## config.mk

```make
export PLATFORM = sky130hd
export DESIGN_NAME = spi_cmd_frontend
export DESIGN_NICKNAME = d
export VERILOG_FILES = /design/src/rtl/spi_fe_pkg.sv /design/src/rtl/spi_fe_sync.sv /design/src/rtl/spi_fe_decode.sv /design/src/rtl/spi_fe_txshift.sv /design/src/rtl/spi_cmd_frontend.sv
export SDC_FILE = /design/constraint.sdc
export NUM_CORES = 1
export LEC_CHECK = 0
export ABC_AREA = 1
export BUFFER_PORTS_ARGS = -buffer_cell sky130_fd_sc_hd__clkbuf_2
export CORE_MARGIN = 4
export CORE_UTILIZATION = 40
export DETAILED_ROUTE_END_ITERATION = 7
export HOLD_SLACK_MARGIN = 0.03
export SYNTH_ARGS = -nofsm -noshare
export SYNTH_HDL_FRONTEND = slang
export SYNTH_SLANG_ARGS = --single-unit
```

## constraint.sdc

```tcl
create_clock -name clk -period 2 [get_ports clk]
set_clock_uncertainty 0.2 [all_clocks]
set_input_delay 0.3 -clock clk [delete_from_list [all_inputs] [get_ports clk]]
set_output_delay 0.3 -clock clk [all_outputs]
set_load 0.05 [all_outputs]
```

## src/rtl/spi_fe_pkg.sv

```systemverilog
package spi_fe_pkg;

    localparam logic [7:0] OP_READ     = 8'h03;
    localparam logic [7:0] OP_FREAD    = 8'h0B;
    localparam logic [7:0] OP_DREAD    = 8'h3B;
    localparam logic [7:0] OP_RDSTAT   = 8'h05;
    localparam logic [7:0] OP_WRSTAT   = 8'h01;
    localparam logic [7:0] OP_WREN     = 8'h06;
    localparam logic [7:0] OP_WRDIS    = 8'h04;
    localparam logic [7:0] OP_PROG     = 8'h02;
    localparam logic [7:0] OP_ERASE_SS = 8'h20;
    localparam logic [7:0] OP_ERASE_S  = 8'hD8;
    localparam logic [7:0] OP_ERASE_B  = 8'hC7;
    localparam logic [7:0] OP_RDID     = 8'h9F;
    localparam logic [7:0] OP_SLEEP    = 8'hB9;
    localparam logic [7:0] OP_WAKE     = 8'hAB;

    typedef enum logic [2:0] {
        ST_IDLE,
        ST_OPCODE,
        ST_ADDR,
        ST_DUMMY,
        ST_RDATA,
        ST_WDATA,
        ST_IGNORE
    } fe_state_t;

    typedef struct packed {
        logic known;
        logic is_read;
        logic dual;
        logic array;
        logic has_addr;
        logic has_dummy;
    } op_info_t;

endpackage

```

## src/rtl/spi_fe_sync.sv

```systemverilog
module spi_fe_sync #(
    parameter int   STAGES = 2,
    parameter logic INIT   = 1'b0
) (
    input  logic clk,
    input  logic rst_n,
    input  logic d,
    output logic q,
    output logic rise,
    output logic fall
);
    logic [STAGES-1:0] chain;
    logic              last;

    for (genvar i = 0; i < STAGES; i++) begin : g_stage
        if (i == 0) begin : g_first
            always_ff @(posedge clk or negedge rst_n) begin
                if (!rst_n) chain[0] <= INIT;
                else        chain[0] <= d;
            end
        end else begin : g_next
            always_ff @(posedge clk or negedge rst_n) begin
                if (!rst_n) chain[i] <= INIT;
                else        chain[i] <= chain[i-1];
            end
        end
    end

    always_ff @(posedge clk or negedge rst_n) begin
        if (!rst_n) last <= INIT;
        else        last <= chain[STAGES-1];
    end

    assign q    = chain[STAGES-1];
    assign rise = q & ~last;
    assign fall = ~q & last;
endmodule

```

## src/rtl/spi_fe_decode.sv

```systemverilog
module spi_fe_decode
    import spi_fe_pkg::*;
(
    input  logic [7:0] op,
    output op_info_t   info
);
    always_comb begin
        info       = '0;
        info.known = 1'b1;
        case (op)
            OP_READ: begin
                info.is_read  = 1'b1;
                info.array    = 1'b1;
                info.has_addr = 1'b1;
            end
            OP_FREAD: begin
                info.is_read   = 1'b1;
                info.array     = 1'b1;
                info.has_addr  = 1'b1;
                info.has_dummy = 1'b1;
            end
            OP_DREAD: begin
                info.is_read   = 1'b1;
                info.dual      = 1'b1;
                info.array     = 1'b1;
                info.has_addr  = 1'b1;
                info.has_dummy = 1'b1;
            end
            OP_RDSTAT, OP_RDID, OP_WAKE: info.is_read = 1'b1;
            OP_PROG, OP_ERASE_SS, OP_ERASE_S: begin
                info.array    = 1'b1;
                info.has_addr = 1'b1;
            end
            OP_ERASE_B: info.array = 1'b1;
            OP_WRSTAT, OP_WREN, OP_WRDIS, OP_SLEEP: info.known = 1'b1;
            default: info.known = 1'b0;
        endcase
    end
endmodule

```

## src/rtl/spi_fe_txshift.sv

```systemverilog
module spi_fe_txshift (
    input  logic       clk,
    input  logic       rst_n,
    input  logic       active,
    input  logic       shift_fall,
    input  logic       dual,
    input  logic [7:0] load_byte,
    output logic       dq1_o,
    output logic       dq0_o,
    output logic       oe,
    output logic       take
);
    logic [7:0] buf_q;
    logic [2:0] cnt;

    always_ff @(posedge clk or negedge rst_n) begin
        if (!rst_n) begin
            buf_q <= '0;
            cnt   <= '0;
            dq1_o <= 1'b0;
            dq0_o <= 1'b0;
            oe    <= 1'b0;
            take  <= 1'b0;
        end else if (!active) begin
            cnt   <= '0;
            oe    <= 1'b0;
            take  <= 1'b0;
            dq1_o <= 1'b0;
            dq0_o <= 1'b0;
        end else begin
            take <= 1'b0;
            if (shift_fall) begin
                oe <= 1'b1;
                if (cnt == 3'd0) begin
                    take  <= 1'b1;
                    dq1_o <= load_byte[7];
                    dq0_o <= load_byte[6];
                    buf_q <= dual ? (load_byte << 2) : (load_byte << 1);
                end else begin
                    dq1_o <= buf_q[7];
                    dq0_o <= buf_q[6];
                    buf_q <= dual ? (buf_q << 2) : (buf_q << 1);
                end
                cnt <= (dual && cnt == 3'd3) ? 3'd0 : cnt + 3'd1;
            end
        end
    end
endmodule

```

## src/rtl/spi_cmd_frontend.sv

```systemverilog
module spi_cmd_frontend
    import spi_fe_pkg::*;
#(
    parameter  int ADDR_BYTES  = 3,
    parameter  int LEN_W       = 9,
    parameter  int SYNC_STAGES = 2,
    localparam int ADDR_W      = 8 * ADDR_BYTES
) (
    input  logic              clk,
    input  logic              rst_n,
    input  logic              sck,
    input  logic              cs_n,
    input  logic              dq0_in,
    output logic              dq0_out,
    output logic              dq0_oe,
    output logic              dq1_out,
    output logic              dq1_oe,
    input  logic              busy,
    input  logic [7:0]        rd_data,
    output logic              rd_take,
    output logic              dat_valid,
    output logic [7:0]        dat_byte,
    output logic              cmd_commit,
    output logic [7:0]        cmd_op,
    output logic [ADDR_W-1:0] cmd_addr,
    output logic [LEN_W-1:0]  cmd_len
);
    localparam int AC_W = $clog2(ADDR_BYTES + 1);
    localparam logic [AC_W-1:0] LAST_ADDR = AC_W'(ADDR_BYTES - 1);

    logic sck_s, sck_rise, sck_fall;
    logic cs_lvl, cs_rise, cs_fall;
    logic dq0_s, unused_dq_rise, unused_dq_fall;

    spi_fe_sync #(.STAGES(SYNC_STAGES), .INIT(1'b0)) u_sync_sck (
        .clk(clk), .rst_n(rst_n), .d(sck), .q(sck_s), .rise(sck_rise), .fall(sck_fall)
    );
    spi_fe_sync #(.STAGES(SYNC_STAGES), .INIT(1'b1)) u_sync_cs (
        .clk(clk), .rst_n(rst_n), .d(cs_n), .q(cs_lvl), .rise(cs_rise), .fall(cs_fall)
    );
    spi_fe_sync #(.STAGES(SYNC_STAGES), .INIT(1'b0)) u_sync_dq (
        .clk(clk), .rst_n(rst_n), .d(dq0_in), .q(dq0_s), .rise(unused_dq_rise), .fall(unused_dq_fall)
    );

    fe_state_t        state_q, state_d;
    logic [2:0]       bit_cnt;
    logic [6:0]       sreg;
    logic [7:0]       new_byte;
    logic             byte_done;
    logic [7:0]       op_q;
    op_info_t         info_q, dec_now;
    logic [AC_W-1:0]  addr_cnt;
    logic [ADDR_W-1:0] addr_q;
    logic [LEN_W-1:0] len_cnt;
    logic             unused_sck_lvl;

    assign unused_sck_lvl = sck_s;
    assign new_byte  = {sreg, dq0_s};
    assign byte_done = sck_rise && !cs_lvl && (bit_cnt == 3'd7);

    spi_fe_decode u_decode (.op(new_byte), .info(dec_now));

    // state register
    always_ff @(posedge clk or negedge rst_n) begin
        if (!rst_n) state_q <= ST_IDLE;
        else        state_q <= state_d;
    end

    // next-state logic
    always_comb begin
        state_d = state_q;
        unique case (state_q)
            ST_IDLE: begin
                if (cs_fall) state_d = ST_OPCODE;
            end
            ST_OPCODE: begin
                if (byte_done) begin
                    if (!dec_now.known || (dec_now.array && busy)) state_d = ST_IGNORE;
                    else if (dec_now.has_addr)                     state_d = ST_ADDR;
                    else if (dec_now.is_read)                      state_d = ST_RDATA;
                    else                                           state_d = ST_WDATA;
                end
            end
            ST_ADDR: begin
                if (byte_done && addr_cnt == LAST_ADDR) begin
                    if (info_q.has_dummy)    state_d = ST_DUMMY;
                    else if (info_q.is_read) state_d = ST_RDATA;
                    else                     state_d = ST_WDATA;
                end
            end
            ST_DUMMY: begin
                if (byte_done) state_d = ST_RDATA;
            end
            ST_RDATA:  state_d = ST_RDATA;
            ST_WDATA:  state_d = ST_WDATA;
            ST_IGNORE: state_d = ST_IGNORE;
        endcase
        if (cs_rise) state_d = ST_IDLE;
    end

    // datapath and strobes
    always_ff @(posedge clk or negedge rst_n) begin
        if (!rst_n) begin
            bit_cnt    <= '0;
            sreg       <= '0;
            op_q       <= '0;
            info_q     <= '0;
            addr_cnt   <= '0;
            addr_q     <= '0;
            len_cnt    <= '0;
            dat_valid  <= 1'b0;
            dat_byte   <= '0;
            cmd_commit <= 1'b0;
            cmd_len    <= '0;
        end else begin
            cmd_commit <= 1'b0;
            dat_valid  <= 1'b0;
            if (cs_fall || cs_rise) begin
                bit_cnt <= '0;
            end else if (sck_rise && !cs_lvl) begin
                bit_cnt <= bit_cnt + 3'd1;
                sreg    <= {sreg[5:0], dq0_s};
            end
            if (cs_fall) begin
                len_cnt  <= '0;
                addr_cnt <= '0;
            end
            if (state_q == ST_OPCODE && byte_done) begin
                op_q   <= new_byte;
                info_q <= dec_now;
            end
            if (state_q == ST_ADDR && byte_done) begin
                addr_q   <= (addr_q << 8) | ADDR_W'(new_byte);
                addr_cnt <= addr_cnt + 1'b1;
            end
            if (state_q == ST_WDATA && byte_done) begin
                dat_valid <= 1'b1;
                dat_byte  <= new_byte;
                if (len_cnt != {LEN_W{1'b1}}) len_cnt <= len_cnt + 1'b1;
            end
            if (cs_rise && state_q == ST_WDATA && bit_cnt == 3'd0) begin
                cmd_commit <= 1'b1;
                cmd_len    <= len_cnt;
            end
        end
    end

    assign cmd_op   = op_q;
    assign cmd_addr = addr_q;

    logic tx_oe;

    spi_fe_txshift u_tx (
        .clk(clk), .rst_n(rst_n),
        .active(state_q == ST_RDATA),
        .shift_fall(sck_fall),
        .dual(info_q.dual),
        .load_byte(rd_data),
        .dq1_o(dq1_out), .dq0_o(dq0_out),
        .oe(tx_oe), .take(rd_take)
    );

    assign dq1_oe = tx_oe;
    assign dq0_oe = tx_oe & info_q.dual;
endmodule

```

=== After elaboration in Yosys (flattened, before gate mapping) ===
Cells that the tools add are included.

* Register bits: 101
* Output and inout bits: 56
* Word-level logic and storage cells: 142

* Equal/unequal tests: 29
* Add/subtract/negate cells: 4
* Bitwise operators: 11
* Mux-type cells: 43
* Reductions and logical operators: 27

{| class="wikitable"
|+ Operator list
! cell !! count
|-
| 8-bit equality test (second input constant) || 5
|-
| 3-bit 2-to-1 mux || 13
|-
| 9-bit 2-to-1 mux || 3
|-
| 8-bit by 3-bit equality test with 1-bit output (second input constant) || 3
|-
| 8-bit 2-to-1 mux || 3
|-
| 24-bit by 8-bit bitwise OR with 24-bit output || 1
|-
| 1-bit 2-to-1 mux || 21
|-
| 3-bit case mux with 7 select lines || 1
|-
| 8-bit by 2-bit equality test with 1-bit output (second input constant) || 2
|-
| 8-bit by 6-bit equality test with 1-bit output (second input constant) || 2
|-
| 14-bit OR reduction || 1
|-
| 3-bit equality test (second input constant) || 4
|-
| 3-bit != test (second input constant) || 4
|-
| 6-bit OR reduction || 2
|-
| 1-bit logical AND || 10
|-
| 9-bit by 1-bit adder with 9-bit output (second input constant) || 1
|-
| 3-bit by 2-bit equality test with 1-bit output (second input constant) || 3
|-
| 3-bit zero test || 3
|-
| 9-bit != test (second input constant) || 1
|-
| 8-bit by 1-bit equality test with 1-bit output (second input constant) || 1
|-
| 8-bit by 4-bit equality test with 1-bit output (second input constant) || 1
|-
| 7-bit OR reduction || 1
|-
| 3-bit by 1-bit adder with 3-bit output (second input constant) || 2
|-
| 1-bit AND || 5
|-
| 12 further kinds || 21
|}

=== Longest topological paths before layout ===
* Depth in word-level cells: 9
* Depth in mapped cells: 13
* Mapped depth without buffers: 13

=== Hierarchy ===
From an unflattened synthesis, not the netlist that was laid out.

* Cell total of the unflattened synthesis: 615
* Area, all modules: 4892.2 µm²

{| class="wikitable"
|+ Modules (own cells, without submodules)
! module !! times used !! cells each !! area an instance (µm²)
|-
| spi_cmd_frontend || 1 || 398 || 3423.3
|-
| spi_fe_txshift || 1 || 121 || 865.8
|-
| spi_fe_decode || 1 || 75 || 329.1
|-
| spi_fe_sync at u_sync_dq ... || 2 || 7 || 90.1
|-
| spi_fe_sync at u_sync_cs || 1 || 7 || 93.8
|}

=== Worst setup path before layout ===
OpenSTA, ideal clock, no wires.

* Path kind: register to register
* Start: reg len_cnt[0]
* End: reg len_cnt[7]
* Clock period less this slack: 1.934 ns
* Stages on the path, launching flop included: 10
* Path slack: 0.066 ns
* Library setup time: 0.120 ns
* Path buffers: 0
* Data arrival time: 1.614 ns
* Required time: 1.680 ns
* Cell sequence: dfrtp_1 -> ha_1 -> nand3_1 -> nor4_1 -> ha_1 -> nor3_1 -> nand3_1 -> o21ai_0 -> a21oi_1 -> a31o_2

* Longest elaborated chain between the ends: 3

{| class="wikitable"
|+ RTL lines
! element !! line !! source
|-
| start: declaration || spi_cmd_frontend.sv:54 || <nowiki>logic [LEN_W-1:0] len_cnt;</nowiki>
|-
| start signal: assignment || spi_cmd_frontend.sv:139 || <nowiki>if (len_cnt != {LEN_W{1'b1}}) len_cnt <= len_cnt + 1'b1;</nowiki>
|-
| 9-bit by 1-bit adder with 9-bit output or 9-bit != test (tied branches) || spi_cmd_frontend.sv:139 ||
|-
| 9-bit 2-to-1 mux (*) || spi_cmd_frontend.sv:139 ||
|-
| 9-bit 2-to-1 mux (*) || spi_cmd_frontend.sv:136 || <nowiki>if (state_q == ST_WDATA && byte_done) begin</nowiki>
|}

Every way passes the cells marked *; elsewhere a longest branch is shown, timed or not.
A chain may end at the register's enable or synchronous reset.

=== Worst setup path after layout ===
* Start: reg len_cnt[0]
* End: reg len_cnt[4]

The elaborated chain is that of the path after synthesis.

==> flow_summary_export.csv <==
group,metric,value,unit
final_layout,fill_cells,1044,
timing,finalSetupViolations,0,
yosys,synth_top_area_share,0.5346,
timing,tightest_slew,0.4185,ns
drt,first_iter_violations,209,
yosys,synth_common_cells,"nand2_1 (127), dfrtp_1 (97), o21ai_0 (69)",
clock_tree,clock_latency,0.34,ns
critical_path,start_kind,"flip-flop",
yosys,ys_types,38,
clock_tree,cts.sinks,100,
yosys,syn_nets,550,
global_routing,grt_pass1_wl,16880,µm
final_layout,drive_above_1_share,0.2166,
final_layout,syn_to_final_growth,21.25,%
timing,slew_headroom,0.7207,
yosys,yosysTopAreaCell,"dfrtp_1",
yosys,postSynth.asyncResetShare,1.000,
clock_tree,cts_buffer_depth,2,
yosys,synth.most_common_cell,"nand2_1",
die,io_pins,70,
final_layout,nets,633,
critical_path,end_kind,"flip-flop",
timing,period_share,0.9450,
timing,period_needed,1.890,ns
clock_tree,clk_pin_slew_worst_paths,0.06,ns
global_routing,grt_max_degree,53,
die,fp.dieArea,13120,µm²
timing,hold_viol,0,
clock_tree,h-tree-depth,3,
drt,ant_nets,0,
die,die_h,114.5,µm
final_layout,postLayoutCellArea,5505,µm²
critical_path,crit_fanout,5,
die,start_util,0.4134,
critical_path,slowest_stage,"dfrtp_1",
clock_tree,cts_inserted_buffers,9,
timing,drv_slew,0,
clock_tree,cts_tree,"built",
clock_tree,cts_root_buf,"clkbuf_16",
yosys,synth_ff_type,"dfrtp_1",
yosys,synth.avg_cell_area,8.632,µm²
global_routing,antenna_found_initial,0,
global_routing,overflow,0,
power_and_ir_drop,p_per_area,942.0,nW/µm²
die,num_rows,38,
critical_path,regToRegSetupSlack,0.11,ns
drt,num_vias,3623,
power_and_ir_drop,power,0.005186,W
job,drv_cap,0,
hold_path,hp-class,"primary input to flip-flop",
die,fp.dieW,114.5,µm
critical_path,critPathMaxStageDelay,0.35,ns
final_layout,diodes,0,
yosys,synth_cells,526,
drt,drt-pass1-iter-count,4,
drt,via_per_inst,4.805,
yosys,yosysWarnings,0,
yosys,synth-seq-cells,100,
global_routing,grt_pass1_vias,3455,
yosys,synth.cell_area,4541,µm²
critical_path,cp_cell_sequence,"ha_2 -> nand3_2 -> nor4_2 -> ha_2 -> inv_1 -> nand2_2 -> nand2_2 -> a22oi_1 -> a21oi_1",
placed_design,gp_congestion,0.8747,
run_status,status,"completed",
power_and_ir_drop,peakVddDrop,0.4805,mV
drt,drc,0,
die,coreArea,10980,µm²
yosys,synth_seq_area_share,0.5519,
critical_path,critPathKind,"flip-flop to flip-flop",
yosys,synth_area_leaders,"dfrtp_1 (53%), nand2_1 (10%), o21ai_0 (7.6%)",
drt,drt-total-wl,9977,µm
drt,wire_per_inst,13.23,µm
critical_path,critPathArrivalTime,1.91,ns
timing,whs,0.07229,ns
global_routing,grt_util_all_layers,0.1610,
power_and_ir_drop,leakage,2.779,nW
timing,clock.fmax,0.5291,GHz
placed_design,io_buffers,69,
yosys,synth_edf_count,0,
placed_design,place_area,5120,µm²
critical_path,cp.required,2.02,ns
placed_design,dpl.hpwl,7347,µm
==> layer usage <==
layer  vias up  part of all wire  track usage  routed length (µm)
li1       1862                 -            -                   -
met1      1674              0.48       0.2267                4834
met2        73              0.45       0.2449                4495
met3        14             0.048      0.03383                 478
met4         0             0.017      0.06017                 168
met5         -                 0            0                   0
==> through the flow <==
step	TNS, ns	utilization	std cells	setup slack (ns)
global placement	0	0.4662	732	0.01274
CTS	0	0.4983	753	0.0003257
detailed placement	-0.1275	0.4662	732	-0.1275
finish	0	0.5013	754	0.1099
floorplan	0	-	526	0.06612
global route	-0.03770	0.5013	754	-0.01702
==> where the power goes <==
part,internal [W],total (W),switching [W]
sequential,0.00218,0.00233,0.000150
combinational,0.000366,0.00110,0.000732
clock,0.000979,0.00176,0.000777
==> state kept, by name, summed over array words and instances, names as in the netlist, 2 cells and up <==
signal	flops
bit_cnt	3
u_tx.cnt	3
dat_byte	8
info_q	3
cmd_addr	24
state_q	3
len_cnt	9
cmd_op	8
u_tx.buf_q	7
sreg	7
cmd_len	9
addr_cnt	2
==> logic make-up (layout without fill, tap and decap cells) <==
kind of cell | count (synthesis) | count (layout) | share of synthesized area
and+or+nand+nor | 220 | 220 | 0.2086
AOI/OAI and AO/OA | 114 | 114 | 0.1381
DFF | 100 | 100 | 0.5519
buffers and inverters | 80 | 168 | 0.06861
adders and majority gates | 10 | 10 | 0.02756
xor gates and xnor gates | 1 | 1 | 0.001929
muxes | 1 | 1 | 0.003306
==> layout make-up <==
type	count	area, µm²	area share
inverters	66	247.7	0.04500
well taps	140	175.2	0.03182
flip-flops and latches	100	2506	0.4552
repair buffers	86	525.5	0.09545
clock buffers	11	232.7	0.04227
multi-input cells	346	1758	0.3193
clock inverters	5	60.06	0.01091
==> worst max-delay path, delay by kind of cell (launching register included) <==
family	cells	cell delay, ns
compound gates	2	0.24
fa+ha+maj	2	0.44
buf+inv	1	0.07
flops	1	0.35
simple gates	4	0.47
==> timing repair <==
action / in CTS / in global routing
pin swaps: 2 / 4
buffers inserted: 0 / 1
hold buffers: 5 / 0
setup endpoints to repair: 1 / 12
endpoints found under the hold margin: 32 / 0
gates resized for setup: 4 / 8
==> placed cells by master, fill, tap and decap left out, types with 9 or more instances in the layout <==
cell and n:
buf_4 10, inv_1 60, nand2_1 127, clkbuf_16 9, a21oi_1 23, nand3_1 16, dfrtp_1 97, o21ai_0 68
clkbuf_2 68, nor2_1 49
==> worst paths after layout <==
path	startpoint	end	cells past startpoint
setup / recovery	len_cnt[0]	len_cnt[4]	9
hold / removal	rd_data[7]	u_tx.dq1_o	3
setup reg to reg	len_cnt[0]	len_cnt[4]	9
hold reg to reg	u_sync_sck.chain[0]	u_sync_sck.q	0
max in group asynchronous	rst_n	cmd_commit	3
min in group asynchronous	rst_n	cmd_addr[22]	2
(Power assumes the default switching activity.)
